File: src/rtl/spk_pkg.sv
package spk_pkg;

  // Outcome of one reference cycle, chosen from two generator bits.
  typedef enum logic [1:0] {
    REF_NONE_A = 2'b00,
    REF_HIGH   = 2'b01,
    REF_LOW    = 2'b10,
    REF_NONE_B = 2'b11
  } ref_pick_t;

  typedef struct packed {
    logic hi;
    logic lo;
  } ref_pair_t;

  function automatic ref_pair_t decode_pick(input logic [1:0] bits);
    ref_pair_t r;
    r.hi = (ref_pick_t'(bits) == REF_HIGH);
    r.lo = (ref_pick_t'(bits) == REF_LOW);
    return r;
  endfunction

endpackage

File: src/rtl/spk_ref_gen.sv
module spk_ref_gen
  import spk_pkg::*;
#(
  parameter int              LFSR_W = 16,
  parameter logic [LFSR_W-1:0] TAPS = 16'hB400,
  parameter logic [LFSR_W-1:0] SEED = 16'hACE1
) (
  input  logic clk,
  input  logic rst,
  output logic ref_hi,
  output logic ref_lo
);

  logic [LFSR_W-1:0] state_q;
  logic [LFSR_W-1:0] state_nx;
  ref_pair_t         pick;

  // Galois step: shift right, fold taps back in when the outgoing bit is 1.
  always_comb begin
    state_nx = state_q >> 1;
    if (state_q[0]) state_nx = state_nx ^ TAPS;
  end

  assign pick = decode_pick(state_q[1:0]);

  always_ff @(posedge clk) begin
    if (rst) begin
      state_q <= SEED;
      ref_hi  <= 1'b0;
      ref_lo  <= 1'b0;
    end else begin
      state_q <= state_nx;
      ref_hi  <= pick.hi;
      ref_lo  <= pick.lo;
    end
  end

  // the two reference trains are disjoint on every cycle
  a_r1_refs_disjoint: assert property (@(posedge clk) disable iff (rst)
    !(ref_hi && ref_lo));

  // generator never locks up in the all-zero state
  a_r11_state_nonzero: assert property (@(posedge clk) disable iff (rst)
    state_q != '0);

endmodule

File: src/rtl/spk_orthon.sv
module spk_orthon (
  input  logic a,
  input  logic b,
  output logic both,
  output logic a_only
);

  assign both   = a & b;
  assign a_only = a & ~b;

endmodule

File: src/rtl/spk_gate.sv
module spk_gate #(
  parameter int N_IN = 2
) (
  input  logic            ref_hi,
  input  logic            ref_lo,
  input  logic            op_and,
  input  logic [N_IN-1:0] x_in,
  output logic            y
);

  logic            univ;
  logic            not_y;
  logic            pair_both;
  logic            pair_only_unused;
  logic            hi_term;
  logic            hi_only_unused;
  logic [N_IN-1:0] lo_term;
  logic [N_IN-1:0] lo_only_unused;
  logic            inv_both_unused;
  logic            and_y;

  assign univ = ref_hi | ref_lo;

  // Inverter: universe spikes where the operand is silent.
  spk_orthon u_inv (
    .a      (univ),
    .b      (x_in[0]),
    .both   (inv_both_unused),
    .a_only (not_y)
  );

  // AND, first branch: coincidence of both operands, then with High.
  spk_orthon u_pair (
    .a      (x_in[0]),
    .b      (x_in[1]),
    .both   (pair_both),
    .a_only (pair_only_unused)
  );

  spk_orthon u_hi (
    .a      (pair_both),
    .b      (ref_hi),
    .both   (hi_term),
    .a_only (hi_only_unused)
  );

  // AND, remaining branches: each operand with Low.
  for (genvar i = 0; i < N_IN; i++) begin : g_lo
    spk_orthon u_lo (
      .a      (x_in[i]),
      .b      (ref_lo),
      .both   (lo_term[i]),
      .a_only (lo_only_unused[i])
    );
  end

  // Output element: union of the excitatory branches.
  assign and_y = hi_term | (|lo_term);
  assign y     = op_and ? and_y : not_y;

endmodule

File: src/rtl/spk_detector.sv
module spk_detector (
  input  logic clk,
  input  logic rst,
  input  logic clr,
  input  logic ref_hi,
  input  logic ref_lo,
  input  logic y,
  output logic valid,
  output logic high,
  output logic err
);

  logic valid_q;
  logic high_q;
  logic err_q;
  logic decisive;
  logic conflict;

  assign decisive = y & (ref_hi | ref_lo);
  assign conflict = valid_q & y & (high_q ? ref_lo : ref_hi);

  always_ff @(posedge clk) begin
    if (rst || clr) begin
      valid_q <= 1'b0;
      high_q  <= 1'b0;
      err_q   <= 1'b0;
    end else begin
      if (!valid_q && decisive) begin
        valid_q <= 1'b1;
        high_q  <= ref_hi;
      end
      if (conflict) err_q <= 1'b1;
    end
  end

  assign valid = ~clr & (valid_q | decisive);
  assign high  = ~clr & (valid_q ? high_q : (decisive & ref_hi));
  assign err   = err_q;

  // verdict held until a clear
  a_r8_verdict_held: assert property (@(posedge clk) disable iff (rst)
    (valid_q && !clr) |=> (valid_q && (high_q == $past(high_q))));

  // error flag is sticky
  a_r9_err_sticky: assert property (@(posedge clk) disable iff (rst)
    (err_q && !clr) |=> err_q);

  // a clear empties the detector
  a_r10_clear_empties: assert property (@(posedge clk) disable iff (rst)
    clr |=> (!valid_q && !err_q));

  // a verdict only appears after a decisive spike
  a_r7_verdict_from_spike: assert property (@(posedge clk) disable iff (rst)
    $rose(valid_q) |-> $past(y && (ref_hi || ref_lo)));

endmodule

File: src/rtl/spk_logic_unit.sv
module spk_logic_unit #(
  parameter int                LFSR_W = 16,
  parameter logic [LFSR_W-1:0] TAPS   = 16'hB400,
  parameter logic [LFSR_W-1:0] SEED   = 16'hACE1
) (
  input  logic clk,
  input  logic rst,
  input  logic det_clr,
  input  logic op_and,
  input  logic x1_train,
  input  logic x2_train,
  output logic ref_hi,
  output logic ref_lo,
  output logic y_train,
  output logic det_valid,
  output logic det_high,
  output logic det_err
);

  localparam int N_IN = 2;

  logic [N_IN-1:0] x_vec;

  assign x_vec = {x2_train, x1_train};

  spk_ref_gen #(
    .LFSR_W (LFSR_W),
    .TAPS   (TAPS),
    .SEED   (SEED)
  ) u_ref (
    .clk    (clk),
    .rst    (rst),
    .ref_hi (ref_hi),
    .ref_lo (ref_lo)
  );

  spk_gate #(
    .N_IN (N_IN)
  ) u_gate (
    .ref_hi (ref_hi),
    .ref_lo (ref_lo),
    .op_and (op_and),
    .x_in   (x_vec),
    .y      (y_train)
  );

  spk_detector u_det (
    .clk    (clk),
    .rst    (rst),
    .clr    (det_clr),
    .ref_hi (ref_hi),
    .ref_lo (ref_lo),
    .y      (y_train),
    .valid  (det_valid),
    .high   (det_high),
    .err    (det_err)
  );

  // result stays inside the universe for any operands
  a_r6_inside_universe: assert property (@(posedge clk) disable iff (rst)
    y_train |-> (ref_hi || ref_lo));

endmodule

File: config.mk
export PLATFORM = sky130hd
export DESIGN_NAME = spk_logic_unit
export DESIGN_NICKNAME = d
export VERILOG_FILES = /design/src/rtl/spk_pkg.sv /design/src/rtl/spk_ref_gen.sv /design/src/rtl/spk_orthon.sv /design/src/rtl/spk_gate.sv /design/src/rtl/spk_detector.sv /design/src/rtl/spk_logic_unit.sv
export SDC_FILE = /design/constraint.sdc
export NUM_CORES = 1
export LEC_CHECK = 0
export BUFFER_PORTS_ARGS = -buffer_cell sky130_fd_sc_hd__buf_2
export CORE_MARGIN = 1
export CORE_UTILIZATION = 50
export DETAILED_ROUTE_END_ITERATION = 7
export PLACE_DENSITY = 0.73
export SETUP_SLACK_MARGIN = 0.2
export SYNTH_ARGS = -nofsm -noshare
export SYNTH_HDL_FRONTEND = slang
export SYNTH_SLANG_ARGS = --single-unit
File: constraint.sdc
create_clock -name clk -period 1.49 [get_ports clk]
set_input_delay 0.0745 -clock clk [delete_from_list [all_inputs] [get_ports clk]]
set_output_delay 0.0745 -clock clk [all_outputs]
set_load 0.01 [all_outputs]
Yosys cells after proc, flatten, opt, wreduce, memory -nomap -nowiden
Index checks and enable logic that the tools add are counted.
Word-level totals
  word-level logic and storage cells: 33
  bits in writable memories: 0
  bits in latches: 0
  output and inout port bits: 6
  memories kept: 0
  input bits: 6
  bits in read-only memories: 0
  flip-flop bits (word level): 21
Cells by class
  bitwise gates (word level): 17
  eq/ne operators: 2
  div/mod/pow operators: 0
  $lt $le $gt $ge: 0
  shift operators: 0
  multipliers: 0
  multiplexer cells: 4
  add/sub/neg operators: 0
  reduce and logical (&&, ||, !) cells: 4
Operators by type and width (number)
  2-to-1 mux 16 bit: 1
  bitwise AND 1 bit: 11
  NOT 3 -> 4 bit: 1
  2-to-1 mux 1 bit: 3
  bitwise OR 1 bit: 3
  == test 2 x 1 -> 1 bit (second input constant): 1
  == test 2 bit (second input constant): 1
  NOT 1 bit: 2
  OR reduction 2 bit: 1
  logical AND 1 bit: 1
  logical NOT 1 bit: 1
  logical OR 1 bit: 1

Depth between registers and ports, before layout
Gate-level depths: netlist of run 1.
  word-level depth: 8
  gate-level depth with buffers: 5
  mapped depth without buffers: 5

Cells and area by module
Synthesis of run 1 repeated with hierarchy kept, for this count alone.
Unflattened totals
  cells, all modules: 74
  area total of the unflattened synthesis: 782.0 um^2
Modules (own cells, without submodules)
  spk_ref_gen: instances 1, sequential area each 360.3 um^2, cells an instance 42, area an instance 518.0 um^2
  spk_detector: instances 1, sequential area each 60.1 um^2, cells an instance 18, area an instance 162.7 um^2
  spk_orthon: instances 5, sequential area each 0.0 um^2, cells an instance 2, area an instance 16.3 um^2
  spk_gate: instances 1, sequential area each 0.0 um^2, cells an instance 4, area an instance 20.0 um^2

Worst setup path after synthesis of run 1
No wires, ideal clock.
  path kind: register to output
  start point: reg u_ref.ref_lo
  end point: out det_high
  data required time: 1.416 ns
  cell stages (with the launch flop): 6
  path buffers: 0
  arrival: 1.178 ns
  path slack: 0.237 ns
  path through: dfxtp_1 maj3_2 o211ai_2 inv_1 nand3b_1 a21oi_1
Between the ends
  word-level cells in the longest chain between the ends: 8
  elaborated cells between the ends (all ways): 11
  those cells by class: 2 x mux; 8 x bitwise; 1 x reduce/logical
RTL lines
  start, declared: RTL line spk_ref_gen.sv:11  | output logic ref_lo
  start signal, assigned: RTL line spk_ref_gen.sv:34  | ref_lo <= pick.lo;
  bitwise AND 1 bit: RTL line spk_orthon.sv:8  | assign both = a & b;
  OR reduction 2 bit: RTL line spk_gate.sv:58  | assign and_y = hi_term | (|lo_term);
  bitwise OR 1 bit: RTL line spk_gate.sv:58
  2-to-1 mux 1 bit (*): RTL line spk_gate.sv:59  | assign y = op_and ? and_y : not_y;
  via y_train: RTL line spk_logic_unit.sv:14  | output logic y_train,
  bitwise AND 1 bit (*): RTL line spk_detector.sv:19  | assign decisive = y & (ref_hi | ref_lo);
  bitwise AND 1 bit (*): RTL line spk_detector.sv:37  | assign high = ~clr & (valid_q ? high_q : (decisive & ref_hi));
  2-to-1 mux 1 bit (*): RTL line spk_detector.sv:37
  bitwise AND 1 bit (*): RTL line spk_detector.sv:37
  end, declared: RTL line spk_logic_unit.sv:16  | output logic det_high,
The timed path passes the listed nets; every way through them passes the cells marked *.

Worst setup path after layout of run 1
  start point: reg u_ref.ref_lo
  end point: out det_valid
Between the ends
  word-level cells in the longest chain between the ends: 7
  elaborated cells between the ends (all ways): 10
  those cells by class: 1 x mux; 8 x bitwise; 1 x reduce/logical
RTL lines
  bitwise AND 1 bit: RTL line spk_orthon.sv:8
  OR reduction 2 bit: RTL line spk_gate.sv:58
  bitwise OR 1 bit: RTL line spk_gate.sv:58
  2-to-1 mux 1 bit: RTL line spk_gate.sv:59
  bitwise AND 1 bit (*): RTL line spk_detector.sv:19
  bitwise OR 1 bit (*): RTL line spk_detector.sv:36  | assign valid = ~clr & (valid_q | decisive);
  bitwise AND 1 bit (*): RTL line spk_detector.sv:36
  end, declared: RTL line spk_logic_unit.sv:15  | output logic det_valid,
Mark *: on every way between the ends. The rest lies on a longest branch, timed or not.

==> results of run 1 <==
-- metrics by stage --
stage | worst slack [ps] | hold slack [ps]
5_1_grt | -240 | 130
2_1_floorplan | 237 | 146
6_report | -136 | 129
3_3_place_gp | 248 | 311
4_1_cts | -117 | 125
3_5_place_dp | 162 | 326
-- flip-flops by register name, indices dropped and copies added (netlist names) --
signal	cells
u_ref.ref_lo	1
u_ref.ref_hi	1
u_det.valid_q	1
u_ref.state_q	16
u_det.high_q	1
u_det.err	1
-- final timing paths --
path	start	endpoint
max	u_ref.ref_lo	det_valid
min	rst	u_ref.state_q[3]
max reg2reg	u_ref.ref_lo	u_det.err
min reg2reg	u_ref.state_q[7]	u_ref.state_q[6]
-- cells in the final DEF (no fill, tap or decap), drive strengths merged --
| master | instances |
|---|---|
| a211oi | 1 |
| a21oi | 1 |
| a31oi | 1 |
| buf | 17 |
| clkbuf | 3 |
| clkinv | 1 |
| dfxtp | 21 |
| dlygate4sd3 | 1 |
| inv | 4 |
| maj3 | 1 |
| mux2 | 1 |
| nand2 | 1 |
| nand2b | 3 |
| nand3b | 1 |
| nor2 | 5 |
| nor2b | 7 |
| nor3 | 2 |
| o211ai | 1 |
| o21ai | 1 |
| or2 | 7 |
| xnor2 | 3 |
-- kinds of logic (layout without fill, tap and decap cells) --
kind of cell	Yosys count	after routing	share of synthesized area, %
adders and majority gates	1	1	1.66
muxes	1	1	1.66
DFF	21	21	61.9
buffers and inverters	5	26	3.31
xor gates and xnor gates	3	3	3.87
AOI/OAI and AO/OA	5	5	6.08
and+or+nand+nor	26	26	21.5
-- timing repair --
| action | in CTS | in global routing |
|---|---|---|
| hold buffers | 1 | 0 |
| pin swaps | 3 | 6 |
| setup endpoints to repair | 3 | 5 |
| gates resized for setup | 3 | 1 |
| setup buffers | 4 | 2 |
| endpoints found under the hold margin | 2 | 0 |
-- routing by layer --
layer / GRT usage [%] / vias to the layer above / wire, um
met5: 0 / - / 0
met4: 7.76 / 0 / 11
met3: 8.67 / 2 / 60
met2: 30.4 / 13 / 464
met1: 18.5 / 205 / 504
li1: - / 239 / -
-- power by group --
group          switching (mW)  internal (mW)  leakage, nW
Sequential             0.0133          0.594        0.175
Clock                   0.157         0.0999       0.0177
Combinational          0.0359         0.0486        0.181
-- worst register-to-register path, stage by stage (launching register included) --
cell and delay [ps]:
dfxtp_2 340, maj3_2 300, o211ai_2 200, inv_2 80, buf_4 130, buf_4 120, buf_4 120, a31oi_1 160
nor3_1 60
-- cells in the mapped netlist --
cell	number	area, um2
o21ai_1	1	5.00
buf_4	1	7.51
mux2_2	1	11.3
or2_2	7	43.8
nor2_1	5	18.8
nor2b_1	7	43.8
a211oi_2	1	12.5
o211ai_2	1	12.5
nand2_1	1	3.75
nor3_1	2	10.0
a21oi_1	1	5.00
dfxtp_1	21	420
nand3b_1	1	7.51
a31oi_1	1	6.26
xnor2_1	3	26.3
inv_1	4	15.0
maj3_2	1	11.3
nand2b_1	3	18.8
-- area by class of cell --
type	count	area, um2
Clock buffer	3	22.5
Sequential cell	21	422
Tap cell	14	17.5
Timing Repair Buffer	18	116
Fill cell	91	348
Inverter	4	15.0
Clock inverter	1	5.00
Multi-Input combinational cell	36	240
==> impl_metrics.csv, run 1 <==
group,metric,value,unit
critical_path,critPathMostFrequentCell,"nor2_1",
sta,rsz0062_at_grt,"yes",
clock_network,cts_tree,"yes",
clock_network,clock-sinks,21,
final_layout,final_util,70.7,%
critical_path,worstPathCellList,"maj3_2 > o211ai_2 > inv_2 > nor2_1 > nor2_1 > buf_2",
detailed_routing,wl,1040,um
detailed_routing,ant_nets,0,
critical_path,r2r_slack,-110,ps
global_routing,grt_pass1_vias,425,
critical_path,slowest_delay,340,ps
sta,fin_ws,-136,ps
sta,worst_pin_slew,288,ps
floorplanning,ios,12,
global_routing,grt_pass1_wl,1750,um
detailed_routing,drcViolationCount,0,
global_routing,antenna_found_initial,0,
power,p_leak,0.373,nW
critical_path,end_kind,"output pin",
final_layout,synthToLayoutAreaGrowth,23.4,%
critical_path,worstPathArrival,1550,ps
min_path,holdPathStages,2,
critical_path,crit_family,"flip-flops",
critical_path,cp.required,1420,ps
power,power,0.948,mW
power,ir_worst_vdd,0.000838,V
min_path,hp-class,"input port to flip-flop",
critical_path,crit_type,"flip-flop to output pin",
sta,layout_min_cycle_time,1630,ps
final_layout,final_cell_count_no_fill,97,
detailed_routing,vias_per_cell,4.73,
logic_synthesis,ys_ff_latch,21,
critical_path,crit_fanout,4,
sta,post-route-period-util,109,%
critical_path,crit_buf_inv,2,
floorplanning,core,1190,um2
global_routing,grt_start_max_net_pins,20,
logic_synthesis,syn-instance-count,62,
sta,setup_viol,4,
clock_network,clkLatencyLatePin,300,ps
placement,numPortBuffers,11,
logic_synthesis,ys_seq_area_share,61.9,%
logic_synthesis,yosysWarnings,0,
placement,placed_area,744,um2
clock_network,cts_max_path_buffers,2,
clock_network,path_clk_slew,110,ps
job,maxCapViolCount,0,
sta,relSlewSlack,80.8,%
logic_synthesis,syn_area_per_cell,11.0,um2
detailed_routing,dr.pass1.iters,2,
logic_synthesis,synth.distinct_cells,18,
final_layout,drive_above_1_share,42.2,%
detailed_routing,wl_per_cell,10.7,um
logic_synthesis,synth_nets,68,
final_layout,layout.nets,90,
global_routing,grt_use_total,18.0,%
critical_path,critical_path_depth,6,
final_layout,final_area,838,um2
sta,fin_setup_tns,-412,ps
placement,gp_congestion,0.606,
status,violations,"setup timing",
critical_path,cp-start-kind,"flip-flop",
logic_synthesis,synth_area,679,um2
global_routing,gr-total-overflow,0,
final_layout,antenna_cells,0,
sta,fmax,615,MHz
floorplanning,die_w,38.9,um
floorplanning,fp-row-count,12,
critical_path,reg2reg_depth,8,
clock_network,root_buffer,"clkbuf_4",
sta,slew_viol_final,0,
clock_network,cts_max_level,1,
detailed_routing,num_vias,459,
placement,hpwlAfterDp,682,um
sta,clock_skew,9.50,ps
sta,finalHoldViolCount,0,
clock_network,cts_buffers,3,
floorplanning,dieArea,1510,um2
detailed_routing,drt_iter0_drc,1,
critical_path,cpMaxStageDelayCell,"dfxtp_2",
placement,place_inst,86,
status,status,"finished with violations",
power,p_per_area,1130,nW/um2
floorplanning,start_util,57.3,%
floorplanning,die_h,38.9,um
Note: power is estimated with default switching activity, not from simulation.
==> inputs of run 2 (changes only) <==
--- a/config.mk
+++ b/config.mk
@@ -5,11 +5,12 @@
 export SDC_FILE = /design/constraint.sdc
 export NUM_CORES = 1
 export LEC_CHECK = 0
+export ABC_AREA = 1
 export BUFFER_PORTS_ARGS = -buffer_cell sky130_fd_sc_hd__buf_2
 export CORE_MARGIN = 1
 export CORE_UTILIZATION = 50
 export DETAILED_ROUTE_END_ITERATION = 7
-export PLACE_DENSITY = 0.73
+export PLACE_DENSITY = 0.72
 export SETUP_SLACK_MARGIN = 0.2
 export SYNTH_ARGS = -nofsm -noshare
 export SYNTH_HDL_FRONTEND = slang
==> impl_metrics.csv, run 2 <==
group,metric,value,unit
sta,relSlewSlack,81.7,%
sta,slew_viol_final,0,
critical_path,end_kind,"output pin",
logic_synthesis,synthTopCellsByCount,"dfxtp_1 (21), inv_1 (17), nand2_1 (12), nor2_1 (10), a21oi_1 (6)",
detailed_routing,num_vias,511,
status,status,"completed",
critical_path,crit_family,"flip-flops",
min_path,hp-class,"input port to flip-flop",
sta,clock_skew,1.72,ps
critical_path,r2r_end,"u_det.err",
job,maxCapViolCount,0,
critical_path,r2r-start,"u_ref.ref_lo",
global_routing,gr-total-overflow,0,
critical_path,cp.required,1420,ps
final_layout,layout_commonest_cell,"dfxtp_1",
logic_synthesis,synth.area.top_cells,"dfxtp_1 (61%), inv_1 (9.3%), nand2_1 (6.6%), nor2_1 (5.5%), a21oi_1 (4.4%)",
detailed_routing,wl,974,um
clock_network,clock-sinks,21,
final_layout,layout_common_cells,"dfxtp_1 (19), inv_1 (16), nand2_1 (10), nor2_1 (10), buf_2 (10)",
logic_synthesis,syn_area_per_cell,8.38,um2
logic_synthesis,synth-main-ff-cell,"dfxtp_1",
detailed_routing,ant_nets,0,
logic_synthesis,syn-instance-count,82,
power,ir_worst_vdd,0.000674,V
floorplanning,die_w,39.1,um
global_routing,grt_start_max_net_pins,18,
critical_path,crit_path_end,"det_high",
critical_path,worstPathCellList,"nand2_1 > nand2_1 > nand3_1 > nand2_2 > nand3_1 > a21oi_1 > buf_2",
sta,finalHoldViolCount,0,
critical_path,critical_path_depth,7,
clock_network,cts_max_level,1,
power,p_per_area,1140,nW/um2
sta,rsz0062_at_grt,"yes",
sta,fmax,735,MHz
detailed_routing,dr.pass1.iters,4,
clock_network,ctsHoldBuffers,0,
final_layout,antenna_cells,0,
clock_network,clkLatencyLatePin,290,ps
critical_path,slowest_delay,370,ps
placement,gp_congestion,0.663,
logic_synthesis,synth_edf_count,0,
global_routing,grt_pass1_vias,394,
critical_path,crit_start,"u_ref.ref_lo",
sta,fin_setup_tns,0,ps
critical_path,r2r_slack,410,ps
clock_network,cts_tree,"yes",
logic_synthesis,yosysWarnings,0,
placement,hpwlAfterDp,630,um
final_layout,largest_reg_flops,16,
global_routing,grt_use_total,16.6,%
logic_synthesis,yosysMostFrequentCell,"dfxtp_1",
sta,worst_pin_slew,274,ps
floorplanning,dieArea,1530,um2
floorplanning,die_h,39.1,um
global_routing,antenna_found_initial,0,
clock_network,cts_max_path_buffers,2,
sta,setup_viol,0,
detailed_routing,drcViolationCount,0,
sta,layout_min_cycle_time,1360,ps
detailed_routing,wl_per_cell,8.62,um
sta,post-route-period-util,91.4,%
critical_path,crit_fanout,4,
critical_path,reg2reg_depth,8,
final_layout,final_area,821,um2
clock_network,path_clk_slew,110,ps
logic_synthesis,synth_area,687,um2
logic_synthesis,yosysTopAreaCell,"dfxtp_1",
power,power,0.939,mW
global_routing,grt_pass1_wl,1580,um
final_layout,drive_above_1_share,27.3,%
clock_network,cts_buffers,3,
critical_path,crit_buf_inv,1,
final_layout,synthToLayoutAreaGrowth,19.5,%
sta,holdWs,50.8,ps
floorplanning,start_util,57.9,%
floorplanning,core,1190,um2
critical_path,worstPathArrival,1290,ps
logic_synthesis,synth_top_cell_area_share,61.2,%
final_layout,layout.nets,106,
floorplanning,fp-row-count,12,
placement,numPortBuffers,11,
placement,placed_area,754,um2
critical_path,cpMaxStageDelayCell,"dfxtp_2",
critical_path,crit_type,"flip-flop to output pin",
floorplanning,ios,12,
critical_path,cp-start-kind,"flip-flop",
clock_network,root_buffer,"clkbuf_4",
final_layout,largest_register,"u_ref.state_q",
logic_synthesis,async_flop_share,0,%
logic_synthesis,ys_ff_latch,21,
detailed_routing,vias_per_cell,4.52,
power,p_leak,0.422,nW
detailed_routing,drt_iter0_drc,8,
logic_synthesis,synth.distinct_cells,12,
logic_synthesis,synth_nets,88,
logic_synthesis,ys_seq_area_share,61.2,%
[run 2: cell count changes after synthesis, moves of 4 or more]
cell / previous run / this run
nor2b_1: 7 / 0
a21oi_1: 1 / 6
inv_1: 4 / 17
nor2_1: 5 / 10
nand2_1: 1 / 12
nand3_1: 0 / 4
[run 2: what timing repair did]
item,in CTS,in global routing
buffers inserted,2,1
pin swaps,0,1
gates resized for setup,3,5
setup endpoints to repair,2,3
[run 2: worst min path at each step]
stage                     slack (ps)                end  cells past startpoint    start
after floorplan                  170  u_ref.state_q[10]                      2      rst
after global placement           370      u_det.valid_q                      4  det_clr
after detailed placement         370      u_det.valid_q                      4  det_clr
after CTS                         40      u_det.valid_q                      4  det_clr
after global routing              60      u_det.valid_q                      4  det_clr
final                             50      u_det.valid_q                      4  det_clr
[run 2: logic make-up after synthesis]
kind of cell           synth area share (%)
AND/OR/NAND/NOR                        20.9
flip-flops                             61.2
buffers and inverters                  10.0
AO/OA/AOI/OAI                          6.56
XOR/XNOR                               1.28
[run 2: metrics by stage]
| stage | worst slack (ps) | util [%] | cells |
|---|---|---|---|
| after detailed placement | 421 | 63.6 | 106 |
| after CTS | 137 | 67.3 | 112 |
| after global placement | 428 | 63.6 | 106 |
| after global routing | 8.16 | 69.2 | 113 |
| after floorplan | 405 | - | 82 |
| final | 129 | 69.2 | 113 |
[run 2: power breakdown]
group	switching [mW]	total [mW]	internal (mW)
Combinational	0.0385	0.0736	0.0351
Sequential	0.0115	0.604	0.593
Clock	0.157	0.261	0.104
[run 2: final cells by class]
type	instances	area (um2)
sequential	21	423
fill	105	365
multi-input combinational	43	203
timing repair buffer	14	87.6
inverter	17	63.8
clock buffer	4	26.3
tap	14	17.5
[run 2: tightest hold or removal path, delay by kind of cell]
family / cells / cell delay [ps]
simple gates: 1 / 70
buf+inv: 3 / 170
[run 2: metal layers]
metal	wire (um)	vias to the layer above	track usage (%)
li1	-	283	-
met1	528	212	19.6
met2	360	12	22.1
met3	50	4	6.94
met4	35	0	15.5
met5	0	-	0
